File: src/rtl/ring_node_pkg.sv
package ring_node_pkg;
  localparam int BYTE_W      = 8;
  localparam int FRAME_BYTES = 6;
  localparam int FRAME_W     = BYTE_W * FRAME_BYTES;
  localparam int ARG_W       = BYTE_W * (FRAME_BYTES - 2);

  // status byte bit positions (decoded by the controller)
  localparam int ST_RECV = 0;
  localparam int ST_EXEC = 1;
  localparam int ST_BUSY = 2;
  localparam int ST_ERR  = 3;

  typedef logic [FRAME_W-1:0] frame_t;
  typedef enum logic [1:0] {TX_IDLE, TX_REQ, TX_DROP} tx_state_e;
endpackage

File: src/rtl/ring_sync2.sv
module ring_sync2 #(
  parameter int STAGES = 2
) (
  input  logic clk,
  input  logic rst_n,
  input  logic d,
  output logic q
);
  logic [STAGES-1:0] chain;

  always_ff @(posedge clk or negedge rst_n) begin
    if (!rst_n) chain <= '0;
    else        chain <= {chain[STAGES-2:0], d};
  end

  assign q = chain[STAGES-1];
endmodule

File: src/rtl/ring_node_rx.sv
module ring_node_rx import ring_node_pkg::*; #(
  parameter int SYNC_STAGES = 2
) (
  input  logic   clk,
  input  logic   rst_n,
  input  logic   up_req,
  output logic   up_ack,
  input  frame_t proc_frame,
  input  logic   take,
  output logic   cap,
  output logic   buf_full,
  output frame_t buf_frame
);
  logic req_s;

  ring_sync2 #(.STAGES(SYNC_STAGES)) u_req_sync (
    .clk(clk), .rst_n(rst_n), .d(up_req), .q(req_s)
  );

  assign cap = !up_ack && req_s && !buf_full;

  always_ff @(posedge clk or negedge rst_n) begin
    if (!rst_n) begin
      up_ack    <= 1'b0;
      buf_full  <= 1'b0;
      buf_frame <= '0;
    end else begin
      if (cap) begin
        up_ack    <= 1'b1;
        buf_full  <= 1'b1;
        buf_frame <= proc_frame;
      end else begin
        if (up_ack && !req_s) up_ack <= 1'b0;
        if (take) buf_full <= 1'b0;
      end
    end
  end

  assert_ack_holds_R10: assert property (@(posedge clk) disable iff (!rst_n)
    up_ack && req_s |=> up_ack);
  assert_ack_needs_req_R10: assert property (@(posedge clk) disable iff (!rst_n)
    !up_ack && !req_s |=> !up_ack);
endmodule

File: src/rtl/ring_node_proc.sv
module ring_node_proc import ring_node_pkg::*; #(
  parameter int ADDR_W    = 3,
  parameter int NODE_ADDR = 2,
  parameter int CTRL_ADDR = 7
) (
  input  frame_t                    f_in,
  input  logic                      mod_busy,
  input  logic                      done_flag,
  input  logic                      mod_error,
  input  logic                      res_full,
  input  logic [ARG_W-1:0]          res_word,
  output frame_t                    f_out,
  output logic                      issue,
  output logic                      fill,
  output logic [BYTE_W-ADDR_W-1:0]  code,
  output logic [ARG_W-1:0]          arg
);
  localparam int CMD_W = BYTE_W - ADDR_W;

  logic [ADDR_W-1:0] addr;
  logic              hit, empty;
  logic [BYTE_W-1:0] status;

  assign addr  = f_in[FRAME_W-1 -: ADDR_W];
  assign code  = f_in[FRAME_W-ADDR_W-1 -: CMD_W];
  assign arg   = f_in[FRAME_W-BYTE_W-1 -: ARG_W];
  assign hit   = (addr == ADDR_W'(NODE_ADDR));
  assign empty = (addr == '0);

  always_comb begin
    status          = '0;
    status[ST_RECV] = !mod_busy;
    status[ST_EXEC] = done_flag;
    status[ST_BUSY] = mod_busy;
    status[ST_ERR]  = mod_error;
  end

  always_comb begin
    f_out = f_in;
    issue = 1'b0;
    fill  = 1'b0;
    if (hit) begin
      issue              = !mod_busy;
      f_out[BYTE_W-1:0]  = status;
    end else if (empty && res_full) begin
      fill  = 1'b1;
      f_out = {ADDR_W'(CTRL_ADDR), CMD_W'(NODE_ADDR), res_word, BYTE_W'(1 << ST_EXEC)};
    end
  end
endmodule

File: src/rtl/ring_node_tx.sv
module ring_node_tx import ring_node_pkg::*; #(
  parameter int SYNC_STAGES = 2
) (
  input  logic   clk,
  input  logic   rst_n,
  input  logic   buf_full,
  input  frame_t buf_frame,
  output logic   take,
  output logic   dn_req,
  output frame_t dn_frame,
  input  logic   dn_ack
);
  tx_state_e state;
  logic      ack_s;

  ring_sync2 #(.STAGES(SYNC_STAGES)) u_ack_sync (
    .clk(clk), .rst_n(rst_n), .d(dn_ack), .q(ack_s)
  );

  assign take = (state == TX_IDLE) && buf_full;

  always_ff @(posedge clk or negedge rst_n) begin
    if (!rst_n) begin
      state    <= TX_IDLE;
      dn_req   <= 1'b0;
      dn_frame <= '0;
    end else begin
      unique case (state)
        TX_IDLE: if (take) begin
          dn_frame <= buf_frame;
          dn_req   <= 1'b1;
          state    <= TX_REQ;
        end
        TX_REQ: if (ack_s) begin
          dn_req <= 1'b0;
          state  <= TX_DROP;
        end
        TX_DROP: if (!ack_s) state <= TX_IDLE;
        default: state <= TX_IDLE;
      endcase
    end
  end

  assert_req_holds_R11: assert property (@(posedge clk) disable iff (!rst_n)
    dn_req && !ack_s |=> dn_req);
  assert_frame_stable_R11: assert property (@(posedge clk) disable iff (!rst_n)
    dn_req && $past(dn_req) |-> $stable(dn_frame));
  assert_no_req_before_drop_R11: assert property (@(posedge clk) disable iff (!rst_n)
    !dn_req && ack_s |=> !dn_req);
endmodule

File: src/rtl/ring_node.sv
module ring_node import ring_node_pkg::*; #(
  parameter int ADDR_W      = 3,
  parameter int NODE_ADDR   = 2,
  parameter int CTRL_ADDR   = 7,
  parameter int SYNC_STAGES = 2
) (
  input  logic                      clk,
  input  logic                      rst_n,
  input  logic                      up_req,
  input  logic [FRAME_W-1:0]        up_frame,
  output logic                      up_ack,
  output logic                      dn_req,
  output logic [FRAME_W-1:0]        dn_frame,
  input  logic                      dn_ack,
  output logic                      cmd_valid,
  output logic [BYTE_W-ADDR_W-1:0]  cmd_code,
  output logic [ARG_W-1:0]          cmd_arg,
  input  logic                      mod_busy,
  input  logic                      mod_done,
  input  logic                      mod_error,
  input  logic                      res_valid,
  output logic                      res_ready,
  input  logic [ARG_W-1:0]          res_data
);
  localparam int CMD_W = BYTE_W - ADDR_W;

  frame_t             proc_frame, buf_frame;
  logic               cap, take, buf_full, issue, fill;
  logic               done_flag, res_full;
  logic [ARG_W-1:0]   res_word;
  logic [CMD_W-1:0]   code_w;
  logic [ARG_W-1:0]   arg_w;

  ring_node_proc #(.ADDR_W(ADDR_W), .NODE_ADDR(NODE_ADDR), .CTRL_ADDR(CTRL_ADDR)) u_proc (
    .f_in(up_frame), .mod_busy(mod_busy), .done_flag(done_flag), .mod_error(mod_error),
    .res_full(res_full), .res_word(res_word), .f_out(proc_frame), .issue(issue),
    .fill(fill), .code(code_w), .arg(arg_w)
  );

  ring_node_rx #(.SYNC_STAGES(SYNC_STAGES)) u_rx (
    .clk(clk), .rst_n(rst_n), .up_req(up_req), .up_ack(up_ack), .proc_frame(proc_frame),
    .take(take), .cap(cap), .buf_full(buf_full), .buf_frame(buf_frame)
  );

  ring_node_tx #(.SYNC_STAGES(SYNC_STAGES)) u_tx (
    .clk(clk), .rst_n(rst_n), .buf_full(buf_full), .buf_frame(buf_frame), .take(take),
    .dn_req(dn_req), .dn_frame(dn_frame), .dn_ack(dn_ack)
  );

  assign res_ready = !res_full;

  always_ff @(posedge clk or negedge rst_n) begin
    if (!rst_n) begin
      cmd_valid <= 1'b0;
      cmd_code  <= '0;
      cmd_arg   <= '0;
      done_flag <= 1'b0;
      res_full  <= 1'b0;
      res_word  <= '0;
    end else begin
      cmd_valid <= cap && issue;
      if (cap && issue) begin
        cmd_code  <= code_w;
        cmd_arg   <= arg_w;
        done_flag <= 1'b0;
      end else if (mod_done) begin
        done_flag <= 1'b1;
      end
      if (cap && fill) begin
        res_full <= 1'b0;
      end else if (res_valid && !res_full) begin
        res_full <= 1'b1;
        res_word <= res_data;
      end
    end
  end

  assert_cmd_pulse_R4: assert property (@(posedge clk) disable iff (!rst_n)
    cmd_valid |=> !cmd_valid);
  assert_busy_blocks_R5: assert property (@(posedge clk) disable iff (!rst_n)
    cmd_valid |-> !$past(mod_busy));
  assert_result_kept_R9: assert property (@(posedge clk) disable iff (!rst_n)
    !res_ready && !(cap && fill) |=> !res_ready);
endmodule

File: config.mk
export PLATFORM = sky130hd
export DESIGN_NAME = ring_node
export DESIGN_NICKNAME = d
export VERILOG_FILES = /design/src/rtl/ring_node_pkg.sv /design/src/rtl/ring_sync2.sv /design/src/rtl/ring_node_rx.sv /design/src/rtl/ring_node_proc.sv /design/src/rtl/ring_node_tx.sv /design/src/rtl/ring_node.sv
export SDC_FILE = /design/constraint.sdc
export NUM_CORES = 1
export LEC_CHECK = 0
export BUFFER_PORTS_ARGS = -buffer_cell sky130_fd_sc_hd__buf_2
export CAP_MARGIN = 25
export CORE_UTILIZATION = 56
export CTS_BUF_LIST = sky130_fd_sc_hd__clkbuf_8
export DETAILED_ROUTE_END_ITERATION = 8
export GPL_ROUTABILITY_DRIVEN = 0
export PLACE_DENSITY = 0.8
export SYNTH_ARGS = -nofsm -noshare
export SYNTH_HDL_FRONTEND = slang
export SYNTH_HIERARCHICAL = 1
export SYNTH_SLANG_ARGS = --single-unit
File: constraint.sdc
create_clock -name clk -period 2.06 [get_ports clk]
set_clock_uncertainty 0.05 [all_clocks]
set_input_delay 0.103 -clock clk [delete_from_list [all_inputs] [get_ports clk]]
set_output_delay 0.103 -clock clk [all_outputs]
set_load 0.005 [all_outputs]
======== Word level (Yosys, flattened, before mapping) ========
Index checks and enable logic that the tools add are counted.
storage, ports and cells
  flip-flop bits (word level) ............. 177
  bits in latches ......................... 0
  RAM bits ................................ 0
  memory bits (read-only) ................. 0
  input port bits ......................... 88
  output and inout bits ................... 89
  word-level logic and storage cells ...... 66
  memories kept ........................... 0
cells by class
  $add $sub $neg .......................... 0
  multipliers ............................. 0
  divide/modulo/power cells ............... 0
  order comparisons ....................... 0
  equal/unequal tests ..................... 6
  shift-type cells ........................ 0
  mux-type cells .......................... 21
  bitwise logic cells ..................... 1
  reduce and logical (&&, ||, !) cells .... 24
operator list
  cell                                                             count
  48-bit two-way mux                                               1
  40-bit two-way mux                                               1
  1-bit two-way mux                                                13
  2-bit nonzero test                                               5
  1-bit logical AND                                                8
  8-bit two-way mux                                                1
  2-bit two-way mux                                                3
  2-bit != test, second input constant                             3
  2-bit one-hot mux with 3 select lines                            1
  3-bit AND reduction                                              2
  1-bit logical NOT                                                5
  2-bit AND reduction                                              2
  3-bit by 2-bit == test with 1-bit output, second input constant  1
  3-bit logical NOT                                                1
  2-bit by 1-bit == test with 1-bit output, second input constant  1
  2-bit == test, second input constant                             1
  2-bit logical NOT                                                1
  1-bit one-hot mux with 2 select lines                            1
  1-bit NOT                                                        1

======== Depth between registers and ports, before layout ========
Gate-level depths: netlist of the first run.
  depth after elaboration ................. 7
  depth in mapped cells ................... 8
  depth with buffers taken out ............ 6

======== Modules after synthesis ========
The synthesis of the first run kept the hierarchy.
modules (own cells, without submodules)
  module          instances  cells an instance  area each (um2)  seq. area each (um2)
  ring_node       1          156                2885.3           1801.7
  ring_node_tx    1          114                1929.4           1276.2
  ring_node_rx    1          108                1889.3           1251.2
  ring_node_proc  1          96                 900.9            0.0
  ring_sync2      2          2                  50.0             50.0

======== Worst setup path after synthesis of the first run ========
No wires, ideal clock.
  path kind ............................... reg2reg
  from .................................... register res_full
  to ...................................... register res_word[10]
  setup time .............................. 0.125 ns
  arrival time ............................ 1.619 ns
  data required time ...................... 1.885 ns
  slack ................................... 0.266 ns
  cell stages (with the launch flop) ...... 9
  buffers on the path ..................... 3
  period minus slack after synthesis ...... 1.794 ns
  cells stage by stage .................... dfrtp_1 nand2b_4 nor3_2 buf_6 buf_6 nand2_2 nand3_4 buf_6 mux2_4
on the way
  word-level cells in the longest chain between the ends .. 6
  elaborated cells between the ends (all ways) .. 8
  classes of those cells .................. mux: 2; bitwise: 1; reduce/logical: 5
ends and longest elaborated chain
  item                                  line                  RTL
  from (decl)                           ring_node.sv:29       logic done_flag, res_full;
  from (signal assigned)                ring_node.sv:58       res_full <= 1'b0;
  from (signal assigned)                ring_node.sv:70       res_full <= 1'b0;
  from (signal assigned)                ring_node.sv:72       res_full <= 1'b1;
  1-bit logical AND                     ring_node_proc.sv:45  end else if (empty && res_full) begin
  1-bit two-way mux                     ring_node_proc.sv:45
  1-bit two-way mux                     ring_node_proc.sv:42  if (hit) begin
  via fill                              ring_node.sv:28       logic cap, take, buf_full, issue, fill;
  1-bit logical AND                     ring_node.sv:69       if (cap && fill) begin
  1-bit NOT (no source line)            -
  2-bit AND reduction (no source line)  -
  to (signal assigned)                  ring_node.sv:73       res_word <= res_data;
  to (decl)                             ring_node.sv:30       logic [ARG_W-1:0] res_word;
The timed path passes the listed nets, and every way through them passes these cells.
A chain may end at the register's enable or synchronous reset.

======== Final worst setup path of the first run ========
  from .................................... register res_full
  to ...................................... register u_rx.buf_frame[3]
on the way
  word-level cells in the longest chain between the ends .. 3
ends and longest elaborated chain
  item                  line                  RTL
  1-bit logical AND     ring_node_proc.sv:45
  48-bit two-way mux    ring_node_proc.sv:45
  8-bit two-way mux     ring_node_proc.sv:42
  via proc_frame[3]     ring_node.sv:27       frame_t proc_frame, buf_frame;
  to (signal assigned)  ring_node_rx.sv:31    buf_frame <= proc_frame;
  to (decl)             ring_node_rx.sv:12    output frame_t buf_frame
The timed path passes the listed nets, and every way through them passes these cells.

==> results.tsv, run 1 <==
metric	value	unit
outcome	finished, final reports clean	
ys.flop_type	dfrtp_1	
drive_gt1_frac	0.568	
powerDensity	1290	mW/mm^2
syn_nets	566	
critPathArrivalTime	2.26	ns
wl	16600	um
fillers	837	
drt_iter0_markers	229	
cp.required	2.35	ns
synth_edf_count	0	
path_max_fanout	8	
wire_per_inst	18.3	um
antenna_found_initial	0	
clock_path_buffers	2	
yosys_warnings	6	
finalHoldViolCount	0	
overflow	0	
numCtsBuffers	17	
cts_tree	done	
nets	804	
peakVddDrop	0.765	mV
p_leak	4.82	nW
post_cts_resized	0	
fin_crit	1.97	ns
crit_path_start_kind	register	
setup_viol	0	
num_rows	42	
ant_nets	0	
worstHoldPathType	input port to register	
dpl.hpwl	10400	um
ys_top_cells_by_area	dfrtp_1 (57%), mux2_2 (18%), mux2_4 (12%)	
drc_errors	0	
worst_slew_pin_slew	0.593	ns
fin_tns_setup	0	ns
endpoint_kind	register	
synth_top_area_frac	0.575	
worst_slack	0.0898	ns
synthCells	478	
cts_setup_buffers	0	
clock_latency	0.45	ns
num_vias	4647	
slew_violations	0	
synth_most_common_cell	dfrtp_1	
via_per_inst	5.13	
die_y	119	um
max_freq	508	MHz
synth_common_cells	dfrtp_1 (177), mux2_2 (121), mux2_4 (63)	
n_antenna_cell	0	
yosysTopAreaCell	dfrtp_1	
h-tree-depth	4	
syn-cell-area	0.00770	mm^2
grt_max_degree	70	
grt_use_total	0.250	
clk_pin_slew	0.09	ns
synth_cell_type_count	32	
initial_utilization	0.577	
path_class	register to register	
port_buffers	176	
ys_seq_elements	177	
cap_violations	0	
grt_pass1_vias	5221	
rsz0062_at_grt	no	
core-area	0.0133	mm^2
post-route-period-util	0.956	
cts_root_buf	clkbuf_8	
relSlewSlack	0.602	
synth.avg_cell_area	16.1	um^2
die-area	0.0142	mm^2
synth-seq-area-share	0.575	
die_width	119	um
synthArstFlopShare	1.00	
dp_worst_setup_slack	0.153	ns
cts.sinks	177	
io_pins	177	
syn_to_final_growth	26.9	%
grt_pass1_wl	27000	um
drt_pass1_iterations	4	
## flip-flops by register name (all words and copies together) (netlist names), 2 cells and up
signal                 cells
u_rx/u_req_sync/chain      2
cmd_code                   5
cmd_arg                   32
u_tx/state                 2
res_word                  32
u_rx/buf_frame            48
u_tx/u_ack_sync/chain      2
u_tx/dn_frame             48
## placed cells by master (no fill, tap or decap), types with 3 or more instances in the layout
cell           count
mux2_1            13
and2_1             4
clkinv_4           4
inv_1              7
dfrtp_1          177
mux2_4            63
nor2_1             6
buf_2            175
clkinvlp_4         5
clkbuf_8          17
mux2_2           121
dlygate4sd3_1     87
buf_4              7
nor2b_1            4
buf_12             7
inv_6              3
## final timing paths
check / start / end / slack (ns) / cells past startpoint
setup / recovery: res_full / u_rx/buf_frame[3] / 0.09 / 4
hold / removal: up_frame[47] / u_rx/buf_frame[45] / 0.04 / 3
setup reg to reg: res_full / u_rx/buf_frame[3] / 0.09 / 4
hold reg to reg: u_tx/u_ack_sync/chain[0] / u_tx/u_ack_sync/chain[1] / 0.30 / 0
max in group asynchronous: rst_n / u_rx/buf_frame[24] / 1.18 / 3
min in group asynchronous: rst_n / cmd_arg[16] / 0.06 / 2
## routing by layer
| metal | part of all wire | vias up | GRT usage |
|---|---|---|---|
| met4 | 0.012 | 0 | 0.0688 |
| met3 | 0.059 | 18 | 0.0776 |
| met5 | 0 | - | 0 |
| met2 | 0.51 | 154 | 0.424 |
| li1 | - | 2105 | - |
| met1 | 0.42 | 2370 | 0.308 |
## where the power goes
group / leakage, nW / internal [mW] / switching, mW
registers: 2.16 / 5.09 / 0.898
logic: 2.47 / 2.72 / 1.53
clock network: 0.187 / 1.09 / 1.27
## kinds of logic after synthesis
group           Yosys count  share of synthesized area
compound gates           14                     0.0133
xor+xnor                  1                    0.00114
buf+inv                  65                     0.0685
flops                   177                      0.575
mux                     198                      0.320
simple gates             23                     0.0222
## repair_timing
| action | CTS | global route |
|---|---|---|
| endpoints found under the setup margin | 0 | 0 |
| hold endpoints to repair | 297 | 0 |
| hold buffers | 87 | 0 |
## final cells by class
| type | instances | area [um^2] | share of cell area |
|---|---|---|---|
| clock buffer | 17 | 234 | 0.0239 |
| clock inverter | 15 | 163 | 0.0166 |
| timing repair buffer | 277 | 1950 | 0.199 |
| tap | 176 | 220 | 0.0225 |
| multi-input combinational | 236 | 2760 | 0.282 |
| sequential | 177 | 4430 | 0.453 |
| inverter | 7 | 26.3 | 0.00269 |
## critical path, stage by stage (launching register included)
cell,delay (ns)
dfrtp_1,0.47
o21ai_1,0.24
a32o_1,0.28
dlygate4sd3_1,0.55
mux2_2,0.26
## through the flow
step / area (um^2) / instances / utilization / total power, mW / hold slack, ns
6_report: 9780 / 905 / 0.733 / 12.6 / 0.0364
5_1_grt: 9780 / 905 / 0.733 / 13.4 / 0.0138
4_1_cts: 9780 / 905 / 0.733 / 12.7 / 0.00145
3_5_place_dp: 8510 / 786 / 0.638 / 10.2 / -0.0153
3_3_place_gp: 8510 / 786 / 0.638 / 9.86 / -0.0251
2_1_floorplan: 7700 / 478 / - / 8.61 / -0.243
(Power assumes the default switching activity.)
==> run 2, diff against run 1 <==
PLACE_DENSITY = default   (was 0.8)
PLACE_DENSITY_LB_ADDON = 0.25   (was default)
==> run 2 against run 1 <==
Setup slack improved by 0.037 ns. Power shrank 0.52%. Sequential cell count unchanged. Fmax up 1.9%. Combinational power is essentially flat. Wire length shrank 3.1%. Sequential power barely moved. Critical endpoint unchanged. Largest power group unchanged.
==> results.tsv, run 2 (synthesis results as in run 1) <==
metric	value	unit	change
reg2reg_to	u_rx/buf_frame[3]		unchanged
finalHoldViolCount	0		unchanged
drt_pass1_iterations	4		unchanged
clk_pin_slew	0.08	ns	was 0.09 ns
die_width	119	um	unchanged
path_max_fanout	8		unchanged
initial_utilization	0.577		unchanged
reg_top3	u_rx/buf_frame: 48 flops, u_tx/dn_frame: 48 flops		unchanged
critPathArrivalTime	2.22	ns	was 2.26 ns
clock_path_buffers	2		unchanged
post-route-period-util	0.939		was 0.956
peakVddDrop	0.725	mV	was 0.765 mV
cap_violations	0		unchanged
crit_path_start_kind	register		unchanged
hp-start	up_frame[45]		was up_frame[47]
port_buffers	176		unchanged
wl	16100	um	was 16600 um
cp.required	2.35	ns	about the same
antenna_found_initial	0		unchanged
final_cell_mix	dfrtp_1 (177), buf_2 (175), mux2_2 (121)		unchanged
fin_crit	1.93	ns	was 1.97 ns
fin_tns_setup	0	ns	unchanged
max_freq	517	MHz	was 508 MHz
cell_internal_pwr	9.00	mW	was 8.90 mW
core-area	0.0133	mm^2	unchanged
io_pins	177		unchanged
setup_viol	0		unchanged
syn_to_final_growth	26.8	%	was 26.9%
pwr-share-seq	0.475		about the same
total_power	12.5	mW	was 12.6 mW
num_rows	42		unchanged
fin_util	0.732		was 0.733
grt_pass1_vias	5133		was 5221
slew_violations	0		unchanged
die_y	119	um	unchanged
clock_latency	0.45	ns	about the same
worstHoldPathType	input port to register		unchanged
num_vias	4552		was 4647
rsz0062_at_grt	no		unchanged
outcome	finished, final reports clean		unchanged
via_per_inst	5.04		was 5.13
final_common_cell	dfrtp_1		unchanged
path_class	register to register		unchanged
endpoint_kind	register		unchanged
r2r-start	res_full		unchanged
n_antenna_cell	0		unchanged
overflow	0		unchanged
post_cts_resized	0		unchanged
worst_slew_pin_slew	0.516	ns	was 0.593 ns
cts_tree	done		unchanged
grt_pass1_wl	26100	um	was 27000 um
r2r_cells	4		unchanged
drt_iter0_markers	169		was 229
power_frac_clock	0.188		was 0.187
p_leak	4.84	nW	was 4.82 nW
grt_max_degree	75		was 70
drive_gt1_frac	0.564		was 0.568
die-area	0.0142	mm^2	unchanged
reg2reg_setup_slack	0.13	ns	was 0.09 ns
hold_ws	0.0474	ns	was 0.0364 ns
p_sw	3.54	mW	was 3.71 mW
h-tree-depth	4		unchanged
wire_per_inst	17.8	um	was 18.3 um
powerDensity	1280	mW/mm^2	was 1290 mW/mm^2
fillers	860		was 837
nets	805		was 804
cts.sinks	177		unchanged
relSlewSlack	0.654		was 0.602
grt_use_total	0.242		was 0.250
ant_nets	0		unchanged
drc_errors	0		unchanged
min_to	res_full		was u_rx/buf_frame[45]
switching_share	0.282		was 0.294
dpl.hpwl	10200	um	was 10400 um
cts_root_buf	clkbuf_8		unchanged
comb_power_share	0.337		was 0.338
numCtsBuffers	17		unchanged
holdPathStages	4		was 3
==> run 2: changes by cell type in the layout (fill, tap and decap cells not counted) <==
cell / before / now
inv_6: 3 / 0
dlygate4sd3_1: 87 / 88
clkbuf_8: 17 / 22
clkinv_2: 0 / 2
clkinvlp_4: 5 / 1
clkinv_4: 4 / 0
buf_12: 7 / 6
inv_1: 7 / 8
buf_4: 7 / 8
==> run 2: power groups by stage <==
stage / sequential (mW) / clock [mW] / combinational [mW]
floorplan: 5.89 / 0 / 2.72
global placement: 5.89 / 0 / 3.97
detailed placement: 6.02 / 0 / 4.11
CTS: 5.97 / 2.41 / 4.27
global route: 6.16 / 2.56 / 4.57
finish: 5.96 / 2.36 / 4.23
==> run 2: how the worst max path moves through the flow <==
stage                  start                 end  slack (ns)  cells past startpoint
floorplan           res_full        res_word[10]        0.27                      8
global placement    res_full  u_rx/buf_frame[13]        0.22                      5
detailed placement  res_full  u_rx/buf_frame[13]        0.16                      5
CTS                 res_full  u_rx/buf_frame[13]        0.15                      5
global route        res_full  u_rx/buf_frame[14]        0.07                      5
finish              res_full   u_rx/buf_frame[3]        0.13                      4
==> run 2: cell type report <==
cell class              count  area [um^2]  area share
flip-flops and latches    177         4430       0.453
multi-input cells         236         2760       0.282
repair buffers            278         1950       0.199
clock buffers              22          303      0.0310
well taps                 176          220      0.0225
clock inverters             7         85.1     0.00871
inverters                   7         26.3     0.00269
==> run 2: per-layer routing <==
layer  GRT usage  vias up  wire length [um]
met4      0.0742        0               236
met3      0.0718       17               840
met5           0        -                 0
met2       0.422      136              8330
li1            -     2103                 -
met1       0.287     2296              6680
==> run 2: worst max-delay path, cell delays in order, from the launching register on <==
cell	delay [ns]
dfrtp_1	0.46
o21ai_1	0.22
a32o_1	0.27
dlygate4sd3_1	0.56
mux2_2	0.27
==> run 2: stage by stage <==
step                      setup WS [ns]  instances  cell area [um^2]
after detailed placement          0.161        786              8500
after global routing             0.0721        903              9770
final                             0.127        903              9770
after CTS                         0.153        903              9770
after global placement            0.217        786              8500
after floorplan                   0.266        478              7700
==> run 2: what timing repair did <==
action / 4_1_cts / 5_1_grt
setup buffers: 0 / 0
hold buffers: 88 / 0
endpoints found under the hold margin: 251 / 0
